===== src/rtl/pwm_pkg.sv =====
package pwm_pkg;

  localparam int PWM_CNT_W = 16;
  localparam int PWM_DIV_W = 2;
  // prescale counter must reach 2**(2**DIV_W - 1) - 1
  localparam int PWM_PRE_W = (1 << PWM_DIV_W) - 1;

  typedef struct packed {
    logic                 inv;
    logic [PWM_DIV_W-1:0] div;
    logic [PWM_CNT_W-1:0] duty;
    logic [PWM_CNT_W-1:0] per;
  } pwm_cfg_t;

endpackage


===== src/rtl/pwm_regfile.sv =====
module pwm_regfile
  import pwm_pkg::*;
#(
  parameter int N_CH       = 4,
  parameter int ADDR_W     = 11,
  parameter int DATA_W     = 32,
  parameter int PER_BASE   = 'h400,
  parameter int DUTY_BASE  = 'h420,
  parameter int CTL_BASE   = 'h440,
  parameter int REG_STRIDE = 4,
  parameter int INV_BIT    = 5
) (
  input  logic                    clk,
  input  logic                    rst_n,
  input  logic                    wr_en_i,
  input  logic [ADDR_W-1:0]       addr_i,
  input  logic [DATA_W-1:0]       wdata_i,
  output logic [DATA_W-1:0]       rdata_o,
  output pwm_cfg_t [N_CH-1:0]     shd_o,
  output logic [N_CH-1:0]         per_wr_o
);

  function automatic logic [ADDR_W-1:0] reg_addr(input int base, input int ch);
    return ADDR_W'(base + ch * REG_STRIDE);
  endfunction

  pwm_cfg_t [N_CH-1:0] shd_q, shd_n;
  logic     [N_CH-1:0] hit_per, hit_duty, hit_ctl;

  always_comb begin
    for (int i = 0; i < N_CH; i++) begin
      hit_per[i]  = wr_en_i && (addr_i == reg_addr(PER_BASE, i));
      hit_duty[i] = wr_en_i && (addr_i == reg_addr(DUTY_BASE, i));
      hit_ctl[i]  = wr_en_i && (addr_i == reg_addr(CTL_BASE, i));
    end
  end

  always_comb begin
    shd_n = shd_q;
    for (int i = 0; i < N_CH; i++) begin
      if (hit_per[i])  shd_n[i].per  = wdata_i[PWM_CNT_W-1:0];
      if (hit_duty[i]) shd_n[i].duty = wdata_i[PWM_CNT_W-1:0];
      if (hit_ctl[i]) begin
        shd_n[i].div = wdata_i[PWM_DIV_W-1:0];
        shd_n[i].inv = wdata_i[INV_BIT];
      end
    end
  end

  always_ff @(posedge clk or negedge rst_n) begin
    if (!rst_n) shd_q <= '0;
    else        shd_q <= shd_n;
  end

  always_comb begin
    rdata_o = '0;
    for (int i = 0; i < N_CH; i++) begin
      if (addr_i == reg_addr(PER_BASE, i))  rdata_o = DATA_W'(shd_q[i].per);
      if (addr_i == reg_addr(DUTY_BASE, i)) rdata_o = DATA_W'(shd_q[i].duty);
      if (addr_i == reg_addr(CTL_BASE, i)) begin
        rdata_o[PWM_DIV_W-1:0] = shd_q[i].div;
        rdata_o[INV_BIT]       = shd_q[i].inv;
      end
    end
  end

  assign shd_o    = shd_q;
  assign per_wr_o = hit_per;

endmodule


===== src/rtl/pwm_prescaler.sv =====
module pwm_prescaler
  import pwm_pkg::*;
(
  input  logic                 clk,
  input  logic                 rst_n,
  input  logic                 tick_i,
  input  logic                 run_i,
  input  logic                 clear_i,
  input  logic [PWM_DIV_W-1:0] div_i,
  output logic                 ptick_o,
  output logic [PWM_PRE_W-1:0] pre_o
);

  logic [PWM_PRE_W-1:0] pre_q, pre_n, lim;

  always_comb begin
    lim     = {PWM_PRE_W{1'b1}} >> (PWM_PRE_W - int'(div_i));
    ptick_o = run_i && tick_i && (pre_q == lim);
    pre_n   = pre_q;
    if (clear_i)
      pre_n = '0;
    else if (run_i && tick_i)
      pre_n = ptick_o ? '0 : pre_q + 1'b1;
  end

  always_ff @(posedge clk or negedge rst_n) begin
    if (!rst_n) pre_q <= '0;
    else        pre_q <= pre_n;
  end

  assign pre_o = pre_q;

endmodule


===== src/rtl/pwm_channel.sv =====
module pwm_channel
  import pwm_pkg::*;
(
  input  logic                 clk,
  input  logic                 rst_n,
  input  logic                 tick_i,
  input  logic                 per_wr_i,
  input  pwm_cfg_t             shd_i,
  output logic                 pwm_o,
  output logic                 run_o,
  output logic [PWM_CNT_W-1:0] cnt_o,
  output pwm_cfg_t             live_o,
  output logic [PWM_PRE_W-1:0] pre_o
);

  pwm_cfg_t             cfg_q, cfg_n;
  logic [PWM_CNT_W-1:0] cnt_q, cnt_n;
  logic                 run_q, run_n;
  logic                 pend_q, pend_n;
  logic                 ptick, last, boundary, start, load;

  pwm_prescaler u_pre (
    .clk     (clk),
    .rst_n   (rst_n),
    .tick_i  (tick_i),
    .run_i   (run_q),
    .clear_i (load),
    .div_i   (cfg_q.div),
    .ptick_o (ptick),
    .pre_o   (pre_o)
  );

  always_comb begin
    last     = (cnt_q == cfg_q.per - 1'b1);
    boundary = ptick && last;
    start    = !run_q && tick_i && pend_q;
    load     = (boundary && pend_q) || start;

    cfg_n  = cfg_q;
    cnt_n  = cnt_q;
    run_n  = run_q;
    pend_n = pend_q;

    if (ptick)
      cnt_n = last ? '0 : cnt_q + 1'b1;
    if (load) begin
      cfg_n  = shd_i;
      run_n  = |shd_i.per;
      cnt_n  = '0;
      pend_n = 1'b0;
    end
    if (per_wr_i)
      pend_n = 1'b1;
  end

  always_ff @(posedge clk or negedge rst_n) begin
    if (!rst_n) begin
      cfg_q  <= '0;
      cnt_q  <= '0;
      run_q  <= 1'b0;
      pend_q <= 1'b0;
    end else begin
      cfg_q  <= cfg_n;
      cnt_q  <= cnt_n;
      run_q  <= run_n;
      pend_q <= pend_n;
    end
  end

  assign pwm_o  = run_q && ((cnt_q < cfg_q.duty) ^ cfg_q.inv);
  assign run_o  = run_q;
  assign cnt_o  = cnt_q;
  assign live_o = cfg_q;

endmodule


===== src/rtl/pwm_multi.sv =====
module pwm_multi
  import pwm_pkg::*;
#(
  parameter int N_CH       = 4,
  parameter int ADDR_W     = 11,
  parameter int DATA_W     = 32,
  parameter int PER_BASE   = 'h400,
  parameter int DUTY_BASE  = 'h420,
  parameter int CTL_BASE   = 'h440,
  parameter int REG_STRIDE = 4,
  parameter int INV_BIT    = 5
) (
  input  logic              clk,
  input  logic              rst_n,
  input  logic              tick_i,
  input  logic              wr_en_i,
  input  logic [ADDR_W-1:0] addr_i,
  input  logic [DATA_W-1:0] wdata_i,
  output logic [DATA_W-1:0] rdata_o,
  output logic [N_CH-1:0]   pwm_o
);

  pwm_cfg_t [N_CH-1:0]                 shd_v;
  pwm_cfg_t [N_CH-1:0]                 live_v;
  logic     [N_CH-1:0]                 per_wr_v;
  logic     [N_CH-1:0]                 run_v;
  logic     [N_CH-1:0][PWM_CNT_W-1:0]  cnt_v;
  logic     [N_CH-1:0][PWM_PRE_W-1:0]  pre_v;

  pwm_regfile #(
    .N_CH       (N_CH),
    .ADDR_W     (ADDR_W),
    .DATA_W     (DATA_W),
    .PER_BASE   (PER_BASE),
    .DUTY_BASE  (DUTY_BASE),
    .CTL_BASE   (CTL_BASE),
    .REG_STRIDE (REG_STRIDE),
    .INV_BIT    (INV_BIT)
  ) u_regs (
    .clk      (clk),
    .rst_n    (rst_n),
    .wr_en_i  (wr_en_i),
    .addr_i   (addr_i),
    .wdata_i  (wdata_i),
    .rdata_o  (rdata_o),
    .shd_o    (shd_v),
    .per_wr_o (per_wr_v)
  );

  for (genvar g = 0; g < N_CH; g++) begin : g_ch
    pwm_channel u_ch (
      .clk      (clk),
      .rst_n    (rst_n),
      .tick_i   (tick_i),
      .per_wr_i (per_wr_v[g]),
      .shd_i    (shd_v[g]),
      .pwm_o    (pwm_o[g]),
      .run_o    (run_v[g]),
      .cnt_o    (cnt_v[g]),
      .live_o   (live_v[g]),
      .pre_o    (pre_v[g])
    );
  end

endmodule


===== config.mk =====
export PLATFORM = sky130hd
export DESIGN_NAME = pwm_multi
export DESIGN_NICKNAME = d
export VERILOG_FILES = /design/src/rtl/pwm_pkg.sv /design/src/rtl/pwm_regfile.sv /design/src/rtl/pwm_prescaler.sv /design/src/rtl/pwm_channel.sv /design/src/rtl/pwm_multi.sv
export SDC_FILE = /design/constraint.sdc
export NUM_CORES = 1
export LEC_CHECK = 0
export ABC_AREA = 1
export BUFFER_PORTS_ARGS = -buffer_cell sky130_fd_sc_hd__buf_2
export CAP_MARGIN = 30
export CORE_ASPECT_RATIO = 1.75
export CORE_UTILIZATION = 68
export DETAILED_ROUTE_END_ITERATION = 8
export GPL_TIMING_DRIVEN = 0
export PLACE_DENSITY = 0.83
export REMOVE_ABC_BUFFERS = 1
export SLEW_MARGIN = 20
export SYNTH_ARGS = -nofsm -noshare
export SYNTH_HDL_FRONTEND = slang
export SYNTH_HIERARCHICAL = 1
export SYNTH_SLANG_ARGS = --single-unit
export TNS_END_PERCENT = 30

===== constraint.sdc =====
create_clock -name clk -period 3.67 [get_ports clk]
set_input_delay 0.367 -clock clk [delete_from_list [all_inputs] [get_ports clk]]
set_output_delay 0.367 -clock clk [all_outputs]
set_load 0.005 [all_outputs]

=== Word level (Yosys, flattened, before mapping) ===
Cells that the tools add are included.

* Flip-flop bits (word level): 364
* Input port bits: 47
* Output and inout bits: 36
* Logic and storage cells: 208

* $add $sub $neg: 16
* $lt $le $gt $ge: 4
* Equality and inequality tests: 20
* Shift operators: 4
* Muxes and demuxes: 48
* Bitwise gates (word level): 4
* Reduce and logical (&&, ||, !) cells: 64

{| class="wikitable"
|+ Operators with widths
! kind !! number
|-
| $mux W32 || 7
|-
| $mux W16 || 13
|-
| $eq A11 B11 Y1 const B || 12
|-
| $shr A3 B32 Y3 const A || 4
|-
| $add A16 B1 Y16 const B || 4
|-
| $eq A16 B16 Y1 || 4
|-
| $lt A16 B16 Y1 || 4
|-
| $reduce_or A16 Y1 || 4
|-
| $sub A16 B1 Y16 const B || 4
|-
| $logic_and A1 B1 Y1 || 40
|-
| $mux W3 || 12
|-
| $reduce_bool A2 Y1 || 12
|-
| $add A3 B1 Y3 const B || 4
|-
| $eq A3 B3 Y1 || 4
|-
| $mux W1 || 12
|-
| $sub A2 B2 Y3 const A || 4
|-
| $mux W2 || 4
|-
| $logic_not A1 Y1 || 4
|-
| $logic_or A1 B1 Y1 || 4
|-
| $xor A1 B1 Y1 || 4
|}

=== Longest topological paths before layout ===
Gate-level depths: netlist of run 1.

* Depth after elaboration: 13
* Mapped depth: 20
* Mapped depth without buffers: 20

=== Cells and area by module ===
The synthesis of run 1 kept the hierarchy.

{| class="wikitable"
|+ Modules (own cells, without submodules)
! module !! instances !! cells an instance !! area each (sq um) !! seq. area each (sq um)
|-
| pwm_channel || 4 || 497 || 3,618.5 || 1,326.3
|-
| pwm_regfile || 1 || 790 || 6,493.7 || 3,503.4
|-
| pwm_prescaler || 4 || 36 || 226.5 || 75.1
|}

=== Worst setup path before layout of run 1 ===
Ideal clock, no wire load.

* Kind: register to register
* Start point: reg g_ch[0].u_ch.cfg_q, in the netlist g_ch[0].u_ch/live_o[0]
* End point: reg g_ch[0].u_ch.u_pre.pre_q[2]
* Setup time: 77 ps
* Data arrival time: 2,211 ps
* Data required time: 3,593 ps
* Path slack: 1,381 ps
* Cell stages (with the launch flop): 17
* Path buffers: 1
* Period minus slack after synthesis: 2,289 ps
* Cells stage by stage: dfrtp_1 > inv_1 > ha_1 > nand2_2 > nor2_4 > nand2_1 > nand2_1 > nand2_1 > nor2_1 > nand2_1 > nor2_4 > nand4_4 > nand2_8 > buf_12 > or2_1 > a21oi_1 > a21oi_1

* Cells in the longest elaborated chain, start to end: 6
* Elaborated cells on any way between the ends: 7
* Classes of those cells: add/sub (1); eq/ne (1); mux (1); reduce/logical (4)

{| class="wikitable"
|+ RTL lines
! item !! line !! source
|-
| start: declaration || pwm_channel.sv:16 || <nowiki>pwm_cfg_t cfg_q, cfg_n;</nowiki>
|-
| start signal: assignment || pwm_channel.sv:63 || <nowiki>cfg_q <= cfg_n;</nowiki>
|-
| $sub A16 B1 Y16 * || pwm_channel.sv:34 || <nowiki>last = (cnt_q == cfg_q.per - 1'b1);</nowiki>
|-
| $eq A16 B16 Y1 * || pwm_channel.sv:34 ||
|-
| $logic_and A1 B1 Y1 * || pwm_channel.sv:35 || <nowiki>boundary = ptick && last;</nowiki>
|-
| $logic_and A1 B1 Y1 * || pwm_channel.sv:37 || <nowiki>load = (boundary && pend_q) || start;</nowiki>
|-
| $logic_or A1 B1 Y1 * || pwm_channel.sv:37 ||
|-
| net g_ch[0].u_ch.load || pwm_channel.sv:20 || <nowiki>logic ptick, last, boundary, start, load;</nowiki>
|-
| $mux W3 / $reduce_bool A2 Y1 (equally long branches) || n/a ||
|-
| end signal: assignment || pwm_prescaler.sv:28 || <nowiki>else pre_q <= pre_n;</nowiki>
|-
| end: declaration || pwm_prescaler.sv:14 || <nowiki>logic [PWM_PRE_W-1:0] pre_q, pre_n, lim;</nowiki>
|}

The timed path passes the listed nets; every way through them passes the cells marked *.
A chain may end at the register's enable or synchronous reset.

=== Worst setup path in the final report of run 1 ===
* Start point: in addr_i[7]
* End point: out rdata_o[7]

* Cells in the longest elaborated chain, start to end: 9
* Elaborated cells on any way between the ends: 16
* Classes of those cells: eq/ne (8); mux (8)

{| class="wikitable"
|+ RTL lines
! item !! line !! source
|-
| start: declaration || pwm_multi.sv:17 || <nowiki>input logic [ADDR_W-1:0] addr_i,</nowiki>
|-
| $eq A11 B11 Y1 || pwm_regfile.sv:58 || <nowiki>if (addr_i == reg_addr(PER_BASE, i)) rdata_o = DATA_W'(shd_q[i].per);</nowiki>
|-
| $mux W16 || pwm_regfile.sv:58 ||
|-
| $mux W32 || pwm_regfile.sv:59 || <nowiki>if (addr_i == reg_addr(DUTY_BASE, i)) rdata_o = DATA_W'(shd_q[i].duty);</nowiki>
|-
| $mux W32 || pwm_regfile.sv:58 ||
|-
| $mux W32 || pwm_regfile.sv:59 ||
|-
| $mux W32 || pwm_regfile.sv:58 ||
|-
| $mux W32 || pwm_regfile.sv:59 ||
|-
| $mux W32 || pwm_regfile.sv:58 ||
|-
| $mux W32 * || pwm_regfile.sv:59 ||
|-
| end: declaration || pwm_multi.sv:19 || <nowiki>output logic [DATA_W-1:0] rdata_o,</nowiki>
|}

Every way passes the cells marked *; elsewhere a longest branch is shown, timed or not.

==> impl_results.md, run 1 <==
* Static leakage power at 12.4 nW
* Startpoint types: input pin
* Synth top area share at 41.6%
* Post-route antenna net violation count at 0
* Capturing element of the worst setup path: rdata_o[7]
* Class of the most critical hold timing path: input pin to flip-flop
* Number of antenna violations at the first check in global routing at 0
* Register bit count reported by yosys at 364
* Floorplan die width at 138 um
* Post-synth EDFFs at 0
* Core Region at 31,500 sq um
* Full die area at 32,900 sq um
* Worst flop-to-flop path endpoint: g_ch[0].u_ch/u_pre/pre_o[2]
* Uppermost signal routing layer after detailed routing: met4
* Top cells by area in the synthesized netlist: dfrtp_1 42%, nand2_1 15%, nand3_1 5.8%
* Max-cap violations at 0
* Worst path arrival time at 2.95 ns
* Top cell family by delay on the critical path: compound AO/OA/AOI/OAI gates
* Crit path capture type: primary output
* Status: finished, final reports clean
* Post-synth design cell area at 21,900 sq um
* Crit path from: addr_i[7]
* Root buf cell: clkbuf_16
* Final cycle utilization of the critical path at 90.3%
* # IOs at 83
* Cell type contributing the most total cell area after synthesis: dfrtp_1
* Peak per-stage delay on the critical path at 0.88 ns
* Number of pins with negative max-slew slack in the final report at 0
* Total power divided by cell area at 349 nW/um^2
* Clock latency on the worst-skew pair at 0.54 ns
* R2R depth at 15
* Chain of cells forming the critical path: buf_2 -> inv_2 -> nand2_1 -> nor2_2 -> nand2_4 -> clkinv_2 -> nand2_1 -> nand2_1 -> a221oi_1 -> nand4_1 -> o211ai_1 -> nand2_1 -> buf_2
* Post-synthesis to final-layout area growth at 6.88%
* Leftover overflow at the end of global routing at 0
* Worst setup path category: input pin to primary output
* Number of non-filler instances in the completed layout at 3,354
* Cell total after placement at 3,291
* Number of antenna cells inserted at 0
* # DRC at 0
* Routed length per placed instance at 17.2 um
* Number of buffers and inverters on the critical path at 4
* DR vias/cell at 5.78
* Initial standard-cell utilization of the core at 69.4%
* Most common cell type on the critical path: nand2_1
* Clock-pin slew on the worst setup and hold paths at 0.07 ns
* Mapped Cells at 2,922
* Detail Route met2 WL at 28,700 um
* Main synth FF type: dfrtp_1
* Number of hold-slack violations in the final timing report at 0
* I/O Buffers at 50
* Worst reg2reg startpoint: g_ch[0].u_ch/live_o[0]
* Routed via count at 19,387
* CTS Sinks at 364
* Req. time, crit path at 3.30 ns
* Setup repair after global routing missed its margin: no
* Largest net degree at the start of global routing at 101
* Synthesized area divided by synthesized cell count at 7.49 sq um
* Number of H-tree branching levels at 2
* Reg-to-reg setup timing slack at 0.38 ns
* Met3 wire length at 2810 um
* Number of buffers inserted during clock tree synthesis at 35
* Transition time of the tightest slew-check pin at 1.22 ns
* Number of global-route vias before repair at 18,764
* Routability Congestion at 0.965
* Number of core rows at 86
* Highest-delay cell along the critical path: a221oi_1
* Final worst hold slack at 0.0855 ns
* Number of distinct library cell variants in the gate-level netlist after synthesis at 44
* Global-route wire length before repair at 92,400 um
* Fmax at 302 MHz
* Highest net fanout along the worst path at 17
* Warnings, synthesis at 6
* Time the worst path needs with I/O delays and setup at 3.31 ns
* Fin nets at 3,052
* Maximum buffer depth of the clock tree at 3
* Logic depth of the worst setup path including buffers at 13
* Height of the die at 239 um
* Layout cell share with drive strength beyond 1 at 11.4%
* Max-slew headroom at the worst pin at 18.5%
* DPL Wire Length at 42,100 um
* Setup-violating endpoint count in the final report at 0
* Aggregate routed wire length at 57,800 um
* VDD IR max at 0.460 mV
* Share of synthesized flip-flops with an asynchronous set or reset at 100%
* Proportion of synthesized chip area in sequential cells at 41.6%
* Detailed-routing wirelength on met1 at 21,700 um
* Overall routing resource usage at 36.4%
* Final clock skew at 0.0213 ns
* Final cell utilization of the core at 74.2%
* CTS tree: yes
* Detailed-routing iteration count for the pre-antenna-repair pass at 7
* Detailed router's first-iteration violation count at 1,513
[sequential cells by signal, summed over array words and instances (netlist names)]
register,count
g_ch.u_ch/run_o,4
g_ch.u_ch/pend_q,4
g_ch.u_ch/u_pre/pre_o,12
g_ch.u_ch/cnt_o,64
g_ch.u_ch/live_o,140
u_regs/shd_o,140
[cells in the mapped netlist (all sizes together) (16+ instances only)]
library cell	n
nor2	269
nand2	1015
nor4	16
nand4	46
nand3	264
ha	72
dfrtp	364
xnor2	24
a21oi	59
inv	322
buf	53
xor2	52
nor3	22
o21ai	217
clkbuf	47
[metrics by stage]
stage | instance area, sq um | total power [mW] | setup TNS, ns | setup WS (ns)
4_1_cts | 23400 | 8.21 | 0 | 0.396
3_5_place_dp | 22200 | 4.42 | 0 | 0.347
5_1_grt | 23400 | 8.39 | 0 | 0.0879
6_report | 23400 | 8.16 | 0 | 0.356
2_1_floorplan | 21300 | 4.24 | 0 | 1.06
3_3_place_gp | 22000 | 4.39 | -1673.27 | -4.65
[cell type report]
class | count | area, sq um
Clock buffer | 40 | 957
Tap cell | 396 | 495
Fill cell | 2470 | 8150
Sequential cell | 364 | 9110
Inverter | 323 | 1210
Timing Repair Buffer | 59 | 410
Clock inverter | 22 | 249
Multi-Input combinational cell | 2150 | 10900
[report_power, final]
part	internal [mW]	switching, mW	total [mW]
clock network	2.19	1.62	3.81
registers	4.04	0.0311	4.07
logic	0.0701	0.209	0.279
[routing by layer]
metal  vias to the layer above  track usage (%)
met5                         -                0
li1                       9350                -
met4                         0             26.7
met1                      9148             41.9
met2                       686             61.3
met3                       203             4.76
[worst min-delay path by stage]
| stage | start | to | slack (ns) | depth (start not counted) |
|---|---|---|---|---|
| 6_report | wdata_i[5] | u_regs/shd_o[5] | 0.09 | 3 |
| 5_1_grt | wdata_i[5] | u_regs/shd_o[5] | 0.11 | 3 |
| 4_1_cts | wdata_i[5] | u_regs/shd_o[5] | 0.06 | 3 |
| 3_5_place_dp | rst_n | g_ch[1].u_ch/cnt_o[7] | 0.19 | 1 |
| 3_3_place_gp | u_regs/shd_o[91] | g_ch[2].u_ch/live_o[21] | 0.49 | 2 |
| 2_1_floorplan | rst_n | g_ch[0].u_ch/cnt_o[0] | 0.07 | 0 |
[worst min-delay path: cells and delay by family]
| kind | cells | cell delay [ns] |
|---|---|---|
| buf+inv | 1 | 0.11 |
| compound gates | 1 | 0.06 |
| simple gates | 1 | 0.05 |
[logic make-up (layout without fill, tap and decap cells)]
kind of cell,Yosys count,after routing,synth area share (%)
simple gates,1666,1666,34.7
buf+inv,423,444,8.58
flops,364,364,41.6
compound gates,320,320,7.92
xor+xnor,76,76,3.04
fa+ha+maj,72,72,4.12
other cells,1,16,0.0171
[timing repair]
| item | in CTS | in global routing |
|---|---|---|
| resized for setup | 0 | 0 |
| hold buffers | 1 | 0 |
| endpoints found under the hold margin | 161 | 0 |
| buffers inserted | 0 | 0 |
| setup endpoints to repair | 0 | 0 |
[cells in the final DEF, fill, tap and decap left out, types with 12 or more instances in the layout]
master / count
nand2_1: 877
dfrtp_1: 364
inv_1: 304
nand3_1: 254
nor2_1: 226
o21ai_0: 186
nand2_2: 133
ha_1: 72
a21oi_1: 59
xor2_1: 52
buf_2: 49
nand4_1: 42
clkbuf_16: 37
o21ai_1: 31
nor2_2: 27
xnor2_1: 24
nor3_1: 21
inv_2: 18
nor2_4: 16
nor4_1: 16
conb_1: 16
nand3b_1: 12
(Power assumes the default switching activity.)
==> run 2, diff against run 1 <==
--- a/config.mk
+++ b/config.mk
@@ -12,11 +12,10 @@
 export CORE_UTILIZATION = 68
 export DETAILED_ROUTE_END_ITERATION = 8
 export GPL_TIMING_DRIVEN = 0
-export PLACE_DENSITY = 0.83
+export PLACE_DENSITY = 0.84
 export REMOVE_ABC_BUFFERS = 1
 export SLEW_MARGIN = 20
 export SYNTH_ARGS = -nofsm -noshare
 export SYNTH_HDL_FRONTEND = slang
-export SYNTH_HIERARCHICAL = 1
 export SYNTH_SLANG_ARGS = --single-unit
 export TNS_END_PERCENT = 30
==> impl_results.md, run 2 <==
* Share of the synthesized netlist area taken by xor and xnor gates at 6.15% (+3.1 points)
* CTS Sinks at 364 (unchanged)
* Proportion of synthesized chip area in sequential cells at 43.8% (+2.2 points)
* Register area at 9110 sq um (unchanged)
* Top post-synthesis cells by count: 723 x nand2_1, 364 x dfrtp_1, 288 x o21ai_0
* Setup-violating endpoint count in the final report at 0 (unchanged)
* Crit path capture type: primary output
* Setup repair after global routing missed its margin: no
* Synth top area share at 43.8% (+2.2 points)
* VDD IR max at 0.436 mV (-5.2%)
* Post-route antenna net violation count at 0 (unchanged)
* Layout cell share with drive strength beyond 1 at 6.80% (-4.6 points)
* Simple-Gate Fraction of Synth Area at 26.1% (-8.6 points)
* Worst setup path category: input pin to primary output
* DPL Wire Length at 41,800 um (-0.87%)
* Commonest cells after routing, fill and taps aside: 721 x nand2_1, 364 x dfrtp_1, 286 x o21ai_0
* Routability Congestion at 0.945 (-2.0%)
* Aggregate routed wire length at 58,300 um (+0.77%)
* Max-slew headroom at the worst pin at 36.7% (+18 points)
* Static leakage power at 11.1 nW (-11%)
* Post-placement setup slack at -0.241 ns (-0.588 ns)
* Req. time, crit path at 3.30 ns (about the same)
* Root buf cell: clkbuf_16
* Number of pins with negative max-slew slack in the final report at 0 (unchanged)
* Synthesized area divided by synthesized cell count at 7.80 sq um (+4.1%)
* Number of buffers inserted during clock tree synthesis at 35 (unchanged)
* Number of non-filler instances in the completed layout at 3,079 (-8.2%)
* Status: finished, final reports clean
* Dominant cell by count in the synthesized netlist: nand2_1
* Fin nets at 2,788 (-8.7%)
* Share of synthesized flip-flops with an asynchronous set or reset at 100% (unchanged)
* Clock-pin slew on the worst setup and hold paths at 0.06 ns (about the same)
* Number of core rows at 84 (-2.3%)
* Top cell family by delay on the critical path: simple AND/OR/NAND/NOR gates
* Largest net degree at the start of global routing at 97 (-4.0%)
* Class of the most critical hold timing path: input pin to flip-flop
* Maximum buffer depth of the clock tree at 3 (unchanged)
* Multi-input gate area at 10,100 sq um (-7.5%)
* I/O Buffers at 50 (unchanged)
* Share of cell area taken by muxes after synthesis at 0% (unchanged)
* # DRC at 0 (unchanged)
* Number of global-route vias before repair at 17,976 (-4.2%)
* DR vias/cell at 5.99 (+3.6%)
* Highest-delay cell along the critical path: nand2_1
* Floorplan die width at 134 um (-2.5%)
* Number of antenna violations at the first check in global routing at 0 (unchanged)
* Most common cell type on the critical path: nand2_1
* Detailed router's first-iteration violation count at 1,461 (-3.4%)
* Overall routing resource usage at 38.2% (+1.8 points)
* Post-synthesis adder-cell area fraction at 4.34% (+0.22 points)
* Time the worst path needs with I/O delays and setup at 3.52 ns (+0.205 ns)
* Full die area at 31,300 sq um (-5.0%)
* Height of the die at 233 um (-2.5%)
* Post-synth EDFFs at 0 (unchanged)
* Cell total after placement at 3,009 (-8.6%)
* Chain of cells forming the critical path: buf_2 -> inv_1 -> nand2_1 -> nor3_1 -> nand2_1 -> nand2_1 -> inv_1 -> nand2_1 -> nand2_1 -> nand2_1 -> nand2_1 -> nand2_1 -> nand2_1 -> nand2_1 -> nand2_1 -> nand2_1 -> nand2_1 -> a21oi_1 -> buf_2
* Number of distinct library cell variants in the gate-level netlist after synthesis at 53 (+20%)
* Routed via count at 18,445 (-4.9%)
* Reg-to-reg setup timing slack at 0.33 ns (-0.05 ns)
* Commonest non-fill, non-tap cell in the layout: nand2_1
* Transition time of the tightest slew-check pin at 0.947 ns (-0.276 ns)
* Highest net fanout along the worst path at 19 (+2)
* Post-synth design cell area at 20,800 sq um (-5.0%)
* Routed length per placed instance at 18.9 um (+9.8%)
* CTS tree: yes
* Max-cap violations at 0 (unchanged)
* Warnings, synthesis at 0 (-6)
* Number of hold-slack violations in the final timing report at 0 (unchanged)
* Main synth FF type: dfrtp_1
* Peak per-stage delay on the critical path at 0.56 ns (-0.32 ns)
* Final critical-path setup slack at 0.151 ns (-0.205 ns)
* Leftover overflow at the end of global routing at 0 (unchanged)
* Number of fill cells in the layout at 2,232 (-9.6%)
* Top cells by area in the synthesized netlist: dfrtp_1 44%, nand2_1 13%, o21ai_0 6.9%
* Number of buffers and inverters on the critical path at 4 (unchanged)
* # IOs at 83 (unchanged)
* Register bit count reported by yosys at 364 (unchanged)
* Mapped Cells at 2,665 (-8.8%)
* Clock latency on the worst-skew pair at 0.55 ns (about the same)
* Worst path arrival time at 3.15 ns (+0.20 ns)
* Post-synthesis compound-gate area fraction at 11.5% (+3.6 points)
* Final cycle utilization of the critical path at 95.9% (+5.6 points)
* Final clock skew at 0.0143 ns (-0.00693 ns)
* Fmax at 284 MHz (-5.8%)
* Detailed-routing iteration count for the pre-antenna-repair pass at 6 (-1)
* Number of H-tree branching levels at 2 (unchanged)
* Dominant combinational cell family by area after synthesis: simple AND/OR/NAND/NOR gates
* Global-route wire length before repair at 92,500 um (+0.19%)
* Initial standard-cell utilization of the core at 69.1% (-0.26 points)
* Core Region at 30,100 sq um (-4.7%)
* Post-synthesis to final-layout area growth at 7.45%
* Startpoint types: input pin
* Cell type contributing the most total cell area after synthesis: dfrtp_1
* Total power divided by cell area at 525 nW/um^2 (+51%)
## run 2: cell count changes after synthesis, sizes merged, moves of 9 or more
cell | before | now
clkbuf | 47 | 62
nor4 | 16 | 32
a21oi | 59 | 71
nor3 | 22 | 45
nand3b | 12 | 3
o31ai | 0 | 13
inv | 322 | 271
xnor2 | 24 | 37
nand3 | 264 | 194
xor2 | 52 | 109
nor2 | 269 | 163
o21ai | 217 | 315
nand2 | 1015 | 738
## run 2: power breakdown
group / total [mW] / switching, mW / internal [mW]
clock: 3.59 / 1.58 / 2.01
sequential: 4.84 / 0.453 / 4.39
combinational: 3.29 / 2.05 / 1.25
## run 2: tightest hold or removal path, cell delays in order
cell	delay, ns
buf_2	0.08
inv_1	0.19
o21ai_0	0.22
## run 2: through the flow
stage	utilization (%)	hold WS [ns]	TNS (ns)	power, mW	instance area (sq um)
2_1_floorplan	-	0.0714	0	7.22	20200
3_3_place_gp	69.6	0.487	-1746.38	7.92	20900
3_5_place_dp	70.2	0.418	-1.37	8.13	21100
4_1_cts	73.9	0.340	0	11.7	22200
5_1_grt	74.3	0.354	0	12.4	22300
6_report	74.3	0.357	0	11.7	22300
## run 2: worst paths after layout
check	cells past startpoint	from	endpoint
max reg2reg	15	g_ch[1].u_ch.live_o[0]	g_ch[1].u_ch.live_o[34]
min in group asynchronous	2	rst_n	g_ch[0].u_ch.cnt_o[3]
max in group asynchronous	4	rst_n	g_ch[3].u_ch.cnt_o[2]
max	19	addr_i[0]	rdata_o[1]
min	3	wdata_i[14]	u_regs.shd_o[135]
min reg2reg	2	u_regs.shd_o[56]	g_ch[1].u_ch.live_o[21]
## run 2: area by class of cell
cell class / instances / share of cell area [%]
multi-input cells: 1927 / 45.4
flip-flops and latches: 364 / 40.8
inverters: 276 / 4.64
clock buffers: 49 / 4.57
well taps: 387 / 2.17
repair buffers: 65 / 2.07
clock inverters: 10 / 0.381
diodes: 1 / 0.0112
## run 2: repair_timing
item | 4_1_cts | 5_1_grt
endpoints found under the setup margin | 16 | 106
resized for setup | 2 | 6
pin swaps | 0 | 3
cloned | 0 | 1
hold buffers | 1 | 0
setup buffers | 0 | 5
hold endpoints to repair | 83 | 0
## run 2: cells by family after synthesis
logic type	count (synthesis)
and+or+nand+nor	1250
AOI/OAI and AO/OA	442
buffers and inverters	390
DFF	364
xor gates and xnor gates	146
adders and majority gates	72
other	1
## run 2: metal layers
layer / vias up / routed length, um / track usage (%)
met5: - / 0 / 0
met4: 0 / 4820 / 29.0
met3: 279 / 3380 / 6.29
met2: 735 / 29300 / 66.6
met1: 8723 / 20700 / 41.4
li1: 8708 / - / -
